$ cat src/rtl/bnpc_pkg.sv
package bnpc_pkg;
  localparam int CLS_W = 3;
  localparam int CMP_W = 3;

  localparam logic [CLS_W-1:0] CLS_SEQ    = 3'd0;
  localparam logic [CLS_W-1:0] CLS_BRANCH = 3'd1;
  localparam logic [CLS_W-1:0] CLS_JUMP   = 3'd2;
  localparam logic [CLS_W-1:0] CLS_JREG   = 3'd3;
  localparam logic [CLS_W-1:0] CLS_PCREL  = 3'd4;
  localparam logic [CLS_W-1:0] CLS_LUPPER = 3'd5;

  localparam logic [CMP_W-1:0] CMP_EQ  = 3'd0;
  localparam logic [CMP_W-1:0] CMP_NE  = 3'd1;
  localparam logic [CMP_W-1:0] CMP_LT  = 3'd2;
  localparam logic [CMP_W-1:0] CMP_GE  = 3'd3;
  localparam logic [CMP_W-1:0] CMP_LTU = 3'd4;
  localparam logic [CMP_W-1:0] CMP_GEU = 3'd5;
endpackage

$ cat src/rtl/bnpc_compare.sv
module bnpc_compare
  import bnpc_pkg::*;
#(
  parameter int W = 32
) (
  input  logic [W-1:0]     opa,
  input  logic [W-1:0]     opb,
  input  logic [CMP_W-1:0] kind,
  output logic             hit
);
  // One subtractor serves both orderings.
  logic [W:0] diff;
  logic       is_eq;
  logic       lt_u;
  logic       lt_s;

  always_comb begin
    diff  = {1'b0, opa} - {1'b0, opb};
    is_eq = (opa == opb);
    lt_u  = diff[W];
    // Different signs: the negative operand is lower. Same signs: the
    // unsigned ordering is also the signed one.
    lt_s  = (opa[W-1] ^ opb[W-1]) ? opa[W-1] : lt_u;
  end

  always_comb begin
    unique case (kind)
      CMP_EQ:  hit = is_eq;
      CMP_NE:  hit = !is_eq;
      CMP_LT:  hit = lt_s;
      CMP_GE:  hit = !lt_s;
      CMP_LTU: hit = lt_u;
      CMP_GEU: hit = !lt_u;
      default: hit = 1'b0;   // codes 6 and 7: never taken
    endcase
  end
endmodule

$ cat src/rtl/bnpc_target.sv
module bnpc_target #(
  parameter int W    = 32,
  parameter int ILEN = 4
) (
  input  logic [W-1:0] pc,
  input  logic [W-1:0] opa,
  input  logic [W-1:0] imm,
  output logic [W-1:0] seq_pc,
  output logic [W-1:0] rel_pc,
  output logic [W-1:0] reg_pc
);
  localparam logic [W-1:0] STEP = W'(ILEN);

  logic [W-1:0] reg_sum;

  always_comb begin
    seq_pc  = pc + STEP;
    rel_pc  = pc + imm;
    reg_sum = opa + imm;
    reg_pc  = {reg_sum[W-1:1], 1'b0};
  end
endmodule

$ cat src/rtl/bnpc_select.sv
module bnpc_select
  import bnpc_pkg::*;
#(
  parameter int W = 32
) (
  input  logic [CLS_W-1:0] cls,
  input  logic             cond_hit,
  input  logic [W-1:0]     imm,
  input  logic [W-1:0]     seq_pc,
  input  logic [W-1:0]     rel_pc,
  input  logic [W-1:0]     reg_pc,
  output logic [W-1:0]     nxt,
  output logic             tkn,
  output logic [W-1:0]     wbv,
  output logic             mis
);
  always_comb begin
    nxt = seq_pc;
    tkn = 1'b0;
    wbv = '0;
    unique case (cls)
      CLS_BRANCH: begin
        tkn = cond_hit;
        nxt = cond_hit ? rel_pc : seq_pc;
      end
      CLS_JUMP: begin
        tkn = 1'b1;
        nxt = rel_pc;
        wbv = seq_pc;
      end
      CLS_JREG: begin
        tkn = 1'b1;
        nxt = reg_pc;
        wbv = seq_pc;
      end
      CLS_PCREL:  wbv = rel_pc;
      CLS_LUPPER: wbv = imm;
      default: ;
    endcase
    mis = tkn & nxt[1];
  end
endmodule

$ cat src/rtl/bnpc_unit.sv
module bnpc_unit
  import bnpc_pkg::*;
#(
  parameter int          XLEN       = 32,
  parameter int          ILEN       = 4,
  parameter logic [31:0] RST_VECTOR = 32'h0
) (
  input  logic             clk,
  input  logic             rst,
  input  logic [XLEN-1:0]  pc_i,
  input  logic [XLEN-1:0]  opa_i,
  input  logic [XLEN-1:0]  opb_i,
  input  logic [XLEN-1:0]  imm_i,
  input  logic [CLS_W-1:0] cls_i,
  input  logic [CMP_W-1:0] cmp_i,
  output logic [XLEN-1:0]  next_pc_o,
  output logic             taken_o,
  output logic [XLEN-1:0]  wb_o,
  output logic             misalign_o
);
  localparam logic [XLEN-1:0] STEP   = XLEN'(ILEN);
  localparam logic [XLEN-1:0] RST_PC = XLEN'(RST_VECTOR);

  logic            cond_hit;
  logic [XLEN-1:0] seq_pc, rel_pc, reg_pc;
  logic [XLEN-1:0] nxt_d, wb_d;
  logic            tkn_d, mis_d;

  bnpc_compare #(.W(XLEN)) u_cmp (
    .opa(opa_i), .opb(opb_i), .kind(cmp_i), .hit(cond_hit)
  );

  bnpc_target #(.W(XLEN), .ILEN(ILEN)) u_tgt (
    .pc(pc_i), .opa(opa_i), .imm(imm_i),
    .seq_pc(seq_pc), .rel_pc(rel_pc), .reg_pc(reg_pc)
  );

  bnpc_select #(.W(XLEN)) u_sel (
    .cls(cls_i), .cond_hit(cond_hit), .imm(imm_i),
    .seq_pc(seq_pc), .rel_pc(rel_pc), .reg_pc(reg_pc),
    .nxt(nxt_d), .tkn(tkn_d), .wbv(wb_d), .mis(mis_d)
  );

  always_ff @(posedge clk) begin
    if (rst) begin
      next_pc_o  <= RST_PC;
      taken_o    <= 1'b0;
      wb_o       <= '0;
      misalign_o <= 1'b0;
    end else begin
      next_pc_o  <= nxt_d;
      taken_o    <= tkn_d;
      wb_o       <= wb_d;
      misalign_o <= mis_d;
    end
  end

  AST_RESET_VALUES: assert property (@(posedge clk)
    rst |=> (next_pc_o == RST_PC && !taken_o && wb_o == '0 && !misalign_o));

  AST_SEQ_FALLTHRU: assert property (@(posedge clk) disable iff (rst)
    (cls_i == CLS_SEQ) |=> (next_pc_o == $past(pc_i) + STEP && !taken_o));

  AST_JREG_LSB_CLEAR: assert property (@(posedge clk) disable iff (rst)
    (cls_i == CLS_JREG) |=> (next_pc_o[0] == 1'b0 && taken_o));

  AST_LINK_VALUE: assert property (@(posedge clk) disable iff (rst)
    (cls_i == CLS_JUMP || cls_i == CLS_JREG) |=> (wb_o == $past(pc_i) + STEP));

  AST_NO_REDIRECT_UPPER: assert property (@(posedge clk) disable iff (rst)
    (cls_i == CLS_PCREL || cls_i == CLS_LUPPER) |=> (!taken_o && !misalign_o));

  AST_MISALIGN_NEEDS_TAKEN: assert property (@(posedge clk) disable iff (rst)
    misalign_o |-> (taken_o && next_pc_o[1]));
endmodule

$ cat config.mk
export PLATFORM = sky130hd
export DESIGN_NAME = bnpc_unit
export DESIGN_NICKNAME = d
export VERILOG_FILES = /design/src/rtl/bnpc_pkg.sv /design/src/rtl/bnpc_compare.sv /design/src/rtl/bnpc_target.sv /design/src/rtl/bnpc_select.sv /design/src/rtl/bnpc_unit.sv
export SDC_FILE = /design/constraint.sdc
export NUM_CORES = 1
export LEC_CHECK = 0
export ABC_AREA = 1
export BUFFER_PORTS_ARGS = -buffer_cell sky130_fd_sc_hd__buf_4
export CORE_ASPECT_RATIO = 1.25
export CORE_UTILIZATION = 30
export DETAILED_ROUTE_END_ITERATION = 6
export PLACE_DENSITY = 0.5
export RECOVER_POWER = 50
export SLEW_MARGIN = 40
export SYNTH_ARGS = -nofsm -noshare
export SYNTH_HDL_FRONTEND = slang
export SYNTH_SLANG_ARGS = --single-unit
$ cat constraint.sdc
create_clock -name clk -period 2.7 [get_ports clk]
set_input_delay 0 -clock clk [delete_from_list [all_inputs] [get_ports clk]]
set_output_delay 0 -clock clk [all_outputs]
set_load 0.02 [all_outputs]
==> results of run 1 <==
==> critical path, stage by stage <==
cell           delay [ns]
dlygate4sd3_1        0.54
buf_4                0.16
ha_1                 0.36
nand2_1              0.16
nor3_1               0.43
a21oi_2              0.14
inv_1                0.10
nand3b_1             0.12
a21oi_1              0.15
nor2_1               0.06
buf_4                0.15
nor3_1               0.24
a21oi_1              0.15
==> worst paths after layout <==
check	to	slack, ns
hold / removal	wb_o[7]$_SDFF_PP0_	-0.006
setup / recovery	next_pc_o[29]$_SDFF_PP0_	0.15
==> layout make-up <==
| cell class | instances | share of cell area [%] |
|---|---|---|
| Inverter | 226 | 7.474 |
| Clock inverter | 5 | 0.2756 |
| Timing Repair Buffer | 257 | 15.21 |
| Clock buffer | 10 | 2.106 |
| Sequential cell | 66 | 11.64 |
| Tap cell | 396 | 4.366 |
| Multi-Input combinational cell | 1224 | 58.92 |
==> sequential cells by signal, summed over array words and instances, names as in the netlist <==
| register | cells |
|---|---|
| taken_o | 1 |
| next_pc_o | 32 |
| wb_o | 32 |
| misalign_o | 1 |
==> repair_timing <==
item / CTS / global route
buffers inserted: 0 / 1
setup endpoints to repair: 0 / 16
resized for setup: 0 / 18
hold endpoints to repair: 11 / 0
hold buffers: 10 / 0
==> per-layer routing <==
metal | part of all wire (%) | wire (um) | global-route usage (%) | up-vias
li1 | - | - | - | 5584
met1 | 42 | 18930 | 35.55 | 5167
met2 | 47 | 21000 | 49.98 | 436
met3 | 6.1 | 2714 | 4.705 | 75
met4 | 4.5 | 2031 | 13.51 | 0
met5 | 0 | 0 | 0 | -
==> per-stage QoR <==
step	utilization (%)	power (uW)	TNS (ns)	instances	area, um^2
floorplan	-	2331	0	1547	8937
global placement	38.11	3264	-0.04042	2158	11150
detailed placement	38.11	3256	0	2158	11150
CTS	39.38	4425	0	2183	11520
global route	38.80	4644	0	2184	11350
finish	38.80	4393	0	2184	11350
==> logic make-up after synthesis <==
group | count (synthesis) | synth area share [%]
AO/OA/AOI/OAI | 311 | 19.43
adder cells (fa/ha/maj) | 96 | 13.61
AND/OR/NAND/NOR | 776 | 36.99
flip-flops | 66 | 14.78
buffers and inverters | 257 | 11.17
XOR/XNOR | 41 | 4.018
==> power by group through the flow <==
| stage | registers (uW) | logic (uW) | clock network, uW |
|---|---|---|---|
| 3_5_place_dp | 1100 | 2160 | 0 |
| 5_1_grt | 1080 | 2370 | 1200 |
| 4_1_cts | 1080 | 2180 | 1170 |
| 2_1_floorplan | 1180 | 1150 | 0 |
| 3_3_place_gp | 1100 | 2160 | 0 |
| 6_report | 1080 | 2160 | 1160 |
==> cell usage in the layout, fill, tap and decap left out, types with 3 or more instances in the layout <==
cell             n
a21boi_0         3
a21o_1           5
a21oi_1        134
a21oi_2         11
a31oi_1         30
and2_1           3
buf_4          182
clkbuf_1        64
clkbuf_16        9
clkinv_2         3
dfxtp_1         66
dlygate4sd3_1   10
ha_1            94
inv_1          218
inv_2            8
nand2_1        412
nand3_1        117
nand3b_1         6
nand4_1         19
nor2_1         149
nor2_2           7
nor2_4           3
nor3_1          21
nor4_1          13
o211ai_1         9
o21a_1          10
o21ai_0         81
o21ai_1          5
o21bai_1        11
or2_2           17
xnor2_1          4
xor2_1          36
==> reports/results.ini, run 1 <==
[setup_path]
cp_max_fo=5
cp.required_ns=2.92
cp-end-kind=register
cp-start-kind=input pin
crit_type=in -> reg
arrival_ns=2.77
worstSetupStartpoint=imm_i[6]

[power]
p_int_uw=2433
powerDensity_nw_per_um2=387.1
power.share.switching_pct=44.62
seqPwrFrac_pct=24.5
p_leak_uw=0.005537
ir_worst_vdd_uv=208.3
clockPowerShare_pct=26.3
switchingPower_uw=1960
power_frac_comb_pct=49.2

[drt]
ant_nets=0
drt_iter0_markers=877
viasPerCell=5.157
via_count=11260
drc=0
drtPass1Iterations=5
wl_per_cell_um=20.46
drt_wl_total_um=44680

[floorplan]
die_y_um=195.0
initial_utilization_pct=30.55
core-area_um2=29250
die_width_um=156.4
ioPinCount=202
rows=70
dieArea_um2=30490

[timing]
min_period_over_period_pct=94.47
setup_viol=0
maxSlewHeadroom_pct=51.09
period_needed_ns=2.551
hold_viol=1
finalWorstSetupSlack_ns=0.1494
tightestPinTransition_ns=0.7270
drv_slew=0
whs_ns=-0.005927
max_freq_mhz=392.1
rsz0062_at_grt=true

[finish]
regArea_um2=1321
nets=2016
multi_input_area_um2=6688
n_fill_cell=3382
antenna_cells=0
area_growth_pct=26.99
drive_above_1_share_pct=14.21

[clock_network]
cts_max_path_buffers=2
root_buffer=clkbuf_16
clock_sinks=66
cts_made_buffers=9
cts_tree=done
cts_max_level=3
clk_pin_slew_worst_paths_ns=0.06

[logic_synthesis]
synth_area_um2=8937
ys_ff_latch=66
synth_top_area_share_pct=17.30
synth_area_leaders=nand2_1, dfxtp_1, ha_1, inv_1, a21oi_1
syn_nets=1779
synth_edf_count=0
synthTopCellsByCount=nand2_1, inv_1, nor2_1
yosys.area.top_type=nand2_1
synth-main-ff-cell=dfxtp_1
syn_inst=1547
avgSynthCellArea_um2=5.777
synthArstFlopShare_pct=0
yosysSeqAreaShare_pct=14.78
synth_cell_types=44
yosysWarnings=0
yosysMostFrequentCell=nand2_1

[global_route]
grt_max_degree=41
grt_pass1_wl_um=65460
antenna_found_initial=0
track_usage_pct=29.25
first_global_vias=10820
grt_overflow=0

[placed_design]
dp_hpwl_um=37280
numPortBuffers=201
gp_congestion=0.9464
place_ws_ns=0.05391

[min_path]
holdPathStages=3
min_from=imm_i[7]
hold_class=in -> reg

[job]
drv_cap=0

[status]
status=finished, violations left
violations=hold timing

Power figures use the tool's default switching activity.
==> inputs of run 2 (changes only) <==
- ABC_AREA: 1 -> unset
- PLACE_DENSITY: 0.5 -> 0.51
==> run 2 against run 1 <==
Compared with the run above:
- the flow still finishes with violations (hold timing)
- combinational power increased by 5%
- routed wire length decreased by 26%
- sequential share of layout area decreased by 0.084 points
- final area increased by 0.73%
- non-clock buffer count increased by 169
- global-route usage decreased by 3.8 points
- via count decreased by 18%
- critical path type unchanged
- largest power group unchanged
==> reports/results.ini, run 2 <==
[min_path]
min_from=imm_i[26]
hold_class=in -> reg
worstHoldEndpoint=wb_o[26]$_SDFF_PP0_
holdPathStages=3

[finish]
top_regs=next_pc_o x32, wb_o x32
drive_above_1_share_pct=30.10
regArea_um2=1321
final_cell_mix=buf_4, a21oi_1, nor2_1
area_growth_pct=47.37
antenna_cells=0
final_common_cell=buf_4
nets=1662
n_fill_cell=2646
multi_input_area_um2=6161

[floorplan]
rows=65
initial_utilization_pct=30.67
die_width_um=145.8
dieArea_um2=26510
core-area_um2=25290
ioPinCount=202
die_y_um=181.8

[timing]
whs_ns=-0.005369
drv_slew=0
tightestPinTransition_ns=0.6587
setup_viol=0
min_period_over_period_pct=95.97
rsz0062_at_grt=true
maxSlewHeadroom_pct=56.04
period_needed_ns=2.591
max_freq_mhz=385.9
hold_viol=1
setup_tns_ns=0

[drt]
viasPerCell=5.220
via_count=9239
drc=0
drtPass1Iterations=5
wl_per_cell_um=18.78
ant_nets=0
drt_iter0_markers=668
drt_wl_total_um=33230

[global_route]
antenna_found_initial=0
grt_overflow=0
track_usage_pct=25.41
grt_pass1_wl_um=51520
grt_max_degree=42
first_global_vias=9443

[clock_network]
cts_max_level=3
cts_max_path_buffers=2
clock_sinks=66
cts_made_buffers=9
root_buffer=clkbuf_16
clk_pin_slew_worst_paths_ns=0.06
cts_tree=done

[setup_path]
cp_num_buf_inv=2
cp_common_cell=buf_4
cp-start-kind=input pin
cp-end-kind=register
crit_type=in -> reg
crit_cells=13
arrival_ns=2.82
cp_slowest_cell=or3b_2
cp.required_ns=2.93
slowest_delay_ns=0.56
path_cells=buf_4 > ha_1 > and4_1 > and2_1 > nand4_1 > or3b_2 > o41ai_2 > buf_4 > o41ai_4 > a21bo_2 > and3_1 > o21ai_0 > a31oi_1
cp_top_family=simple AND/OR/NAND/NOR gates
cp_max_fo=3

[power]
switchingPower_uw=1760
seqPwrFrac_pct=23.0
powerDensity_nw_per_um2=408.7
p_leak_uw=0.005323
power_frac_comb_pct=48.6
p_int_uw=2912
power.share.switching_pct=37.67
ir_worst_vdd_uv=265.9
clockPowerShare_pct=28.3

[job]
drv_cap=0

[logic_synthesis]
ys_ff_latch=66
syn_nets=1262
synth_top_area_share_pct=17.03
yosysSeqAreaShare_pct=17.03
synth_area_leaders=dfxtp_1, ha_1, a21oi_1, nor2_1, xnor2_1
synthArstFlopShare_pct=0
yosys.area.top_type=dfxtp_1
syn_inst=1030
yosysWarnings=0
synthTopCellsByCount=a21oi_1, nor2_1, ha_1
synth_edf_count=0
synth-main-ff-cell=dfxtp_1
avgSynthCellArea_um2=7.531
synth_area_um2=7757
yosysMostFrequentCell=a21oi_1
synth_cell_types=86

[placed_design]
dp_hpwl_um=27390
gp_congestion=0.8964
numPortBuffers=201

[status]
violations=hold timing
status=finished, violations left

run 2: metrics by stage:
stage / cells / setup slack [ns] / power, uW / utilization, % / instance area [um^2]
6_report: 1770 / 0.1089 / 4672 / 45.20 / 11430
5_1_grt: 1770 / -0.01360 / 4954 / 45.20 / 11430
4_1_cts: 1765 / 0.03990 / 4725 / 45.66 / 11550
3_5_place_dp: 1744 / -0.4673 / 3372 / 44.14 / 11160
3_3_place_gp: 1744 / -0.4303 / 3370 / 44.13 / 11160
2_1_floorplan: 1030 / 0.1950 / 2325 / - / 7757
run 2: worst max-delay path by stage:
stage                     startpoint                  endpoint  slack, ns
after global routing       opa_i[30]   next_pc_o[1]$_SDFF_PP0_      -0.01
after detailed placement     pc_i[0]  next_pc_o[30]$_SDFF_PP0_      -0.47
after CTS                    pc_i[0]  next_pc_o[30]$_SDFF_PP0_       0.04
final                      opa_i[15]  next_pc_o[27]$_SDFF_PP0_       0.11
after global placement       pc_i[0]  next_pc_o[30]$_SDFF_PP0_      -0.43
after floorplan              pc_i[0]  next_pc_o[24]$_SDFF_PP0_       0.19
run 2: worst min-delay path, stage by stage:
cell,delay (ns)
buf_4,0.10
a32oi_1,0.12
o21ai_0,0.09
run 2: repair_timing:
item / in CTS / in global routing
endpoints found under the setup margin: 3 / 22
hold buffers: 5 / 0
resized for setup: 3 / 20
setup buffers: 0 / 5
endpoints found under the hold margin: 5 / 0
pin swaps: 0 / 21
run 2: final cells by class:
class                   count  area share (%)
repair buffers            426           26.16
inverters                  59           1.937
clock inverters             6          0.7880
multi-input cells         868           53.89
well taps                 335           3.666
clock buffers              10           2.003
flip-flops and latches     66           11.56
run 2: kinds of logic after synthesis:
logic type | synth area share, %
xor gates and xnor gates | 8.919
AOI/OAI and AO/OA | 28.86
buffers and inverters | 4.855
and+or+nand+nor | 20.85
adders and majority gates | 15.68
DFF | 17.03
muxes | 3.806
run 2: power by group through the flow:
stage                     combinational [uW]  clock [uW]  sequential [uW]
after CTS                               2300        1350             1080
final                                   2270        1320             1080
after global placement                  2270           0             1100
after detailed placement                2270           0             1100
after global routing                    2480        1390             1080
after floorplan                         1140           0             1190
run 2: per-layer routing:
layer  global-route usage (%)  vias up  part of all wire [%]
met4                    10.23        0                   3.4
met2                    46.41      297                    50
met3                    3.367       50                   5.4
li1                         -     4581                     -
met5                        0        -                     0
met1                    29.65     4311                    42
==> inputs of run 3 (changes only) <==
- PLACE_DENSITY: 0.51 -> 0.52
==> run 3 against run 2 <==
Compared with the run above:
- the flow now finishes without violations
- sequential cell count unchanged
- sequential share of layout area fell by 0.11 points
- non-clock buffer count grew 15
- clock power is 5% lower
- critical path depth grew 2
- power shrank 0.93%
- die area did not move
- clock-buffer cell count unchanged
- sequential power hardly changed
- largest cell class unchanged
==> reports/results.ini, run 3 (synthesis results as in run 2) <==
[setup_path]
cp-start-kind=input pin
worstSetupStartpoint=opa_i[1]
cp_max_fo=5
slowest_delay_ns=0.38
cp_slowest_cell=a2111o_1
crit_type=in -> reg
cp_common_cell=buf_4
cp-end-kind=register
path_cells=buf_4 > buf_4 > ha_1 > nor2b_1 > o211ai_1 > a2111o_1 > o211ai_1 > a211oi_2 > o32ai_4 > nor2_4 > buf_4 > buf_4 > and2_1 > o31ai_1 > a31oi_1
arrival_ns=2.86
cp.required_ns=2.94

[timing]
min_period_over_period_pct=96.87
whs_ns=0.01853
tightestPinTransition_ns=0.5959
setup_viol=0
rsz0062_at_grt=true
drv_slew=0
maxSlewHeadroom_pct=60.27
max_freq_mhz=382.3
setup_tns_ns=0
period_needed_ns=2.616
hold_viol=0
finalWorstSetupSlack_ns=0.08444

[power]
p_leak_uw=0.005415
powerDensity_nw_per_um2=401.0
ir_worst_vdd_uv=261.0

[clock_network]
clock_sinks=66
cts_max_path_buffers=2
cts_tree=done
cts_max_level=3
root_buffer=clkbuf_16
clk_pin_slew_worst_paths_ns=0.07
cts_made_buffers=9

[floorplan]
die_y_um=181.8
core-area_um2=25290
ioPinCount=202
die_width_um=145.8
initial_utilization_pct=30.67
dieArea_um2=26510
rows=65

[global_route]
first_global_vias=9451
grt_pass1_wl_um=50810
antenna_found_initial=0
track_usage_pct=25.09
grt_overflow=0
grt_max_degree=54

[placed_design]
dp_hpwl_um=27490
place_area_um2=11320
place_ws_ns=-0.5054
gp_congestion=0.9262
numPortBuffers=201

[drt]
drtPass1Iterations=5
via_count=9287
ant_nets=0
viasPerCell=5.203
wl_per_cell_um=18.57
drc=0
drt_iter0_markers=674
drt_wl_total_um=33150

[status]
status=complete, no violations

[finish]
final_cell_mix=buf_4, a21oi_1, nor2_1
drive_above_1_share_pct=30.83
antenna_cells=0
area_growth_pct=48.79
final_common_cell=buf_4
fin_area_um2=11540
top_regs=next_pc_o x32, wb_o x32
nets=1677

[min_path]
hold_class=in -> reg
min_from=pc_i[0]

[job]
drv_cap=0

-- run 3: worst paths after layout --
path / depth (start not counted) / end
setup / recovery: 15 / next_pc_o[27]$_SDFF_PP0_
hold / removal: 4 / wb_o[0]$_SDFF_PP0_
-- run 3: metal layers --
layer	track usage [%]	vias to the layer above	wire, um
li1	-	4604	-
met1	29.00	4298	13850
met2	44.54	314	16170
met3	3.794	71	1646
met4	12.97	0	1490
met5	0	-	0
-- run 3: where the power goes --
group | leakage, uW | switching, uW | internal [uW]
sequential | 0.000545 | 26.4 | 1050
combinational | 0.00472 | 1230 | 1070
clock | 0.000149 | 505 | 742
-- run 3: timing repair --
| action | 4_1_cts | 5_1_grt |
|---|---|---|
| setup endpoints to repair | 5 | 22 |
| endpoints found under the hold margin | 3 | 0 |
| pin swaps | 2 | 11 |
| hold buffers | 4 | 0 |
| resized for setup | 3 | 17 |
| buffers inserted | 0 | 2 |
-- run 3: per-stage QoR --
step | cells | util, % | total power (uW)
3_5_place_dp | 1763 | 44.74 | 3409
3_3_place_gp | 1763 | 44.74 | 3404
4_1_cts | 1783 | 46.13 | 4676
5_1_grt | 1785 | 45.63 | 4904
6_report | 1785 | 45.63 | 4629
2_1_floorplan | 1030 | - | 2325
-- run 3: worst max-delay path: cells and delay by family --
family,cells,cell delay [ns]
AND/OR/NAND/NOR,3,0.34
AO/OA/AOI/OAI,7,1.68
buffers and inverters,4,0.56
adder cells (fa/ha/maj),1,0.27
-- run 3: cell type report --
class                   instances  area (um^2)
clock buffers                  10        239.0
inverters                      59        221.5
well taps                     335        419.2
clock inverters                 6        65.06
repair buffers                441         3105
flip-flops and latches         66         1321
fillers                      2688        13750
multi-input cells             868         6171
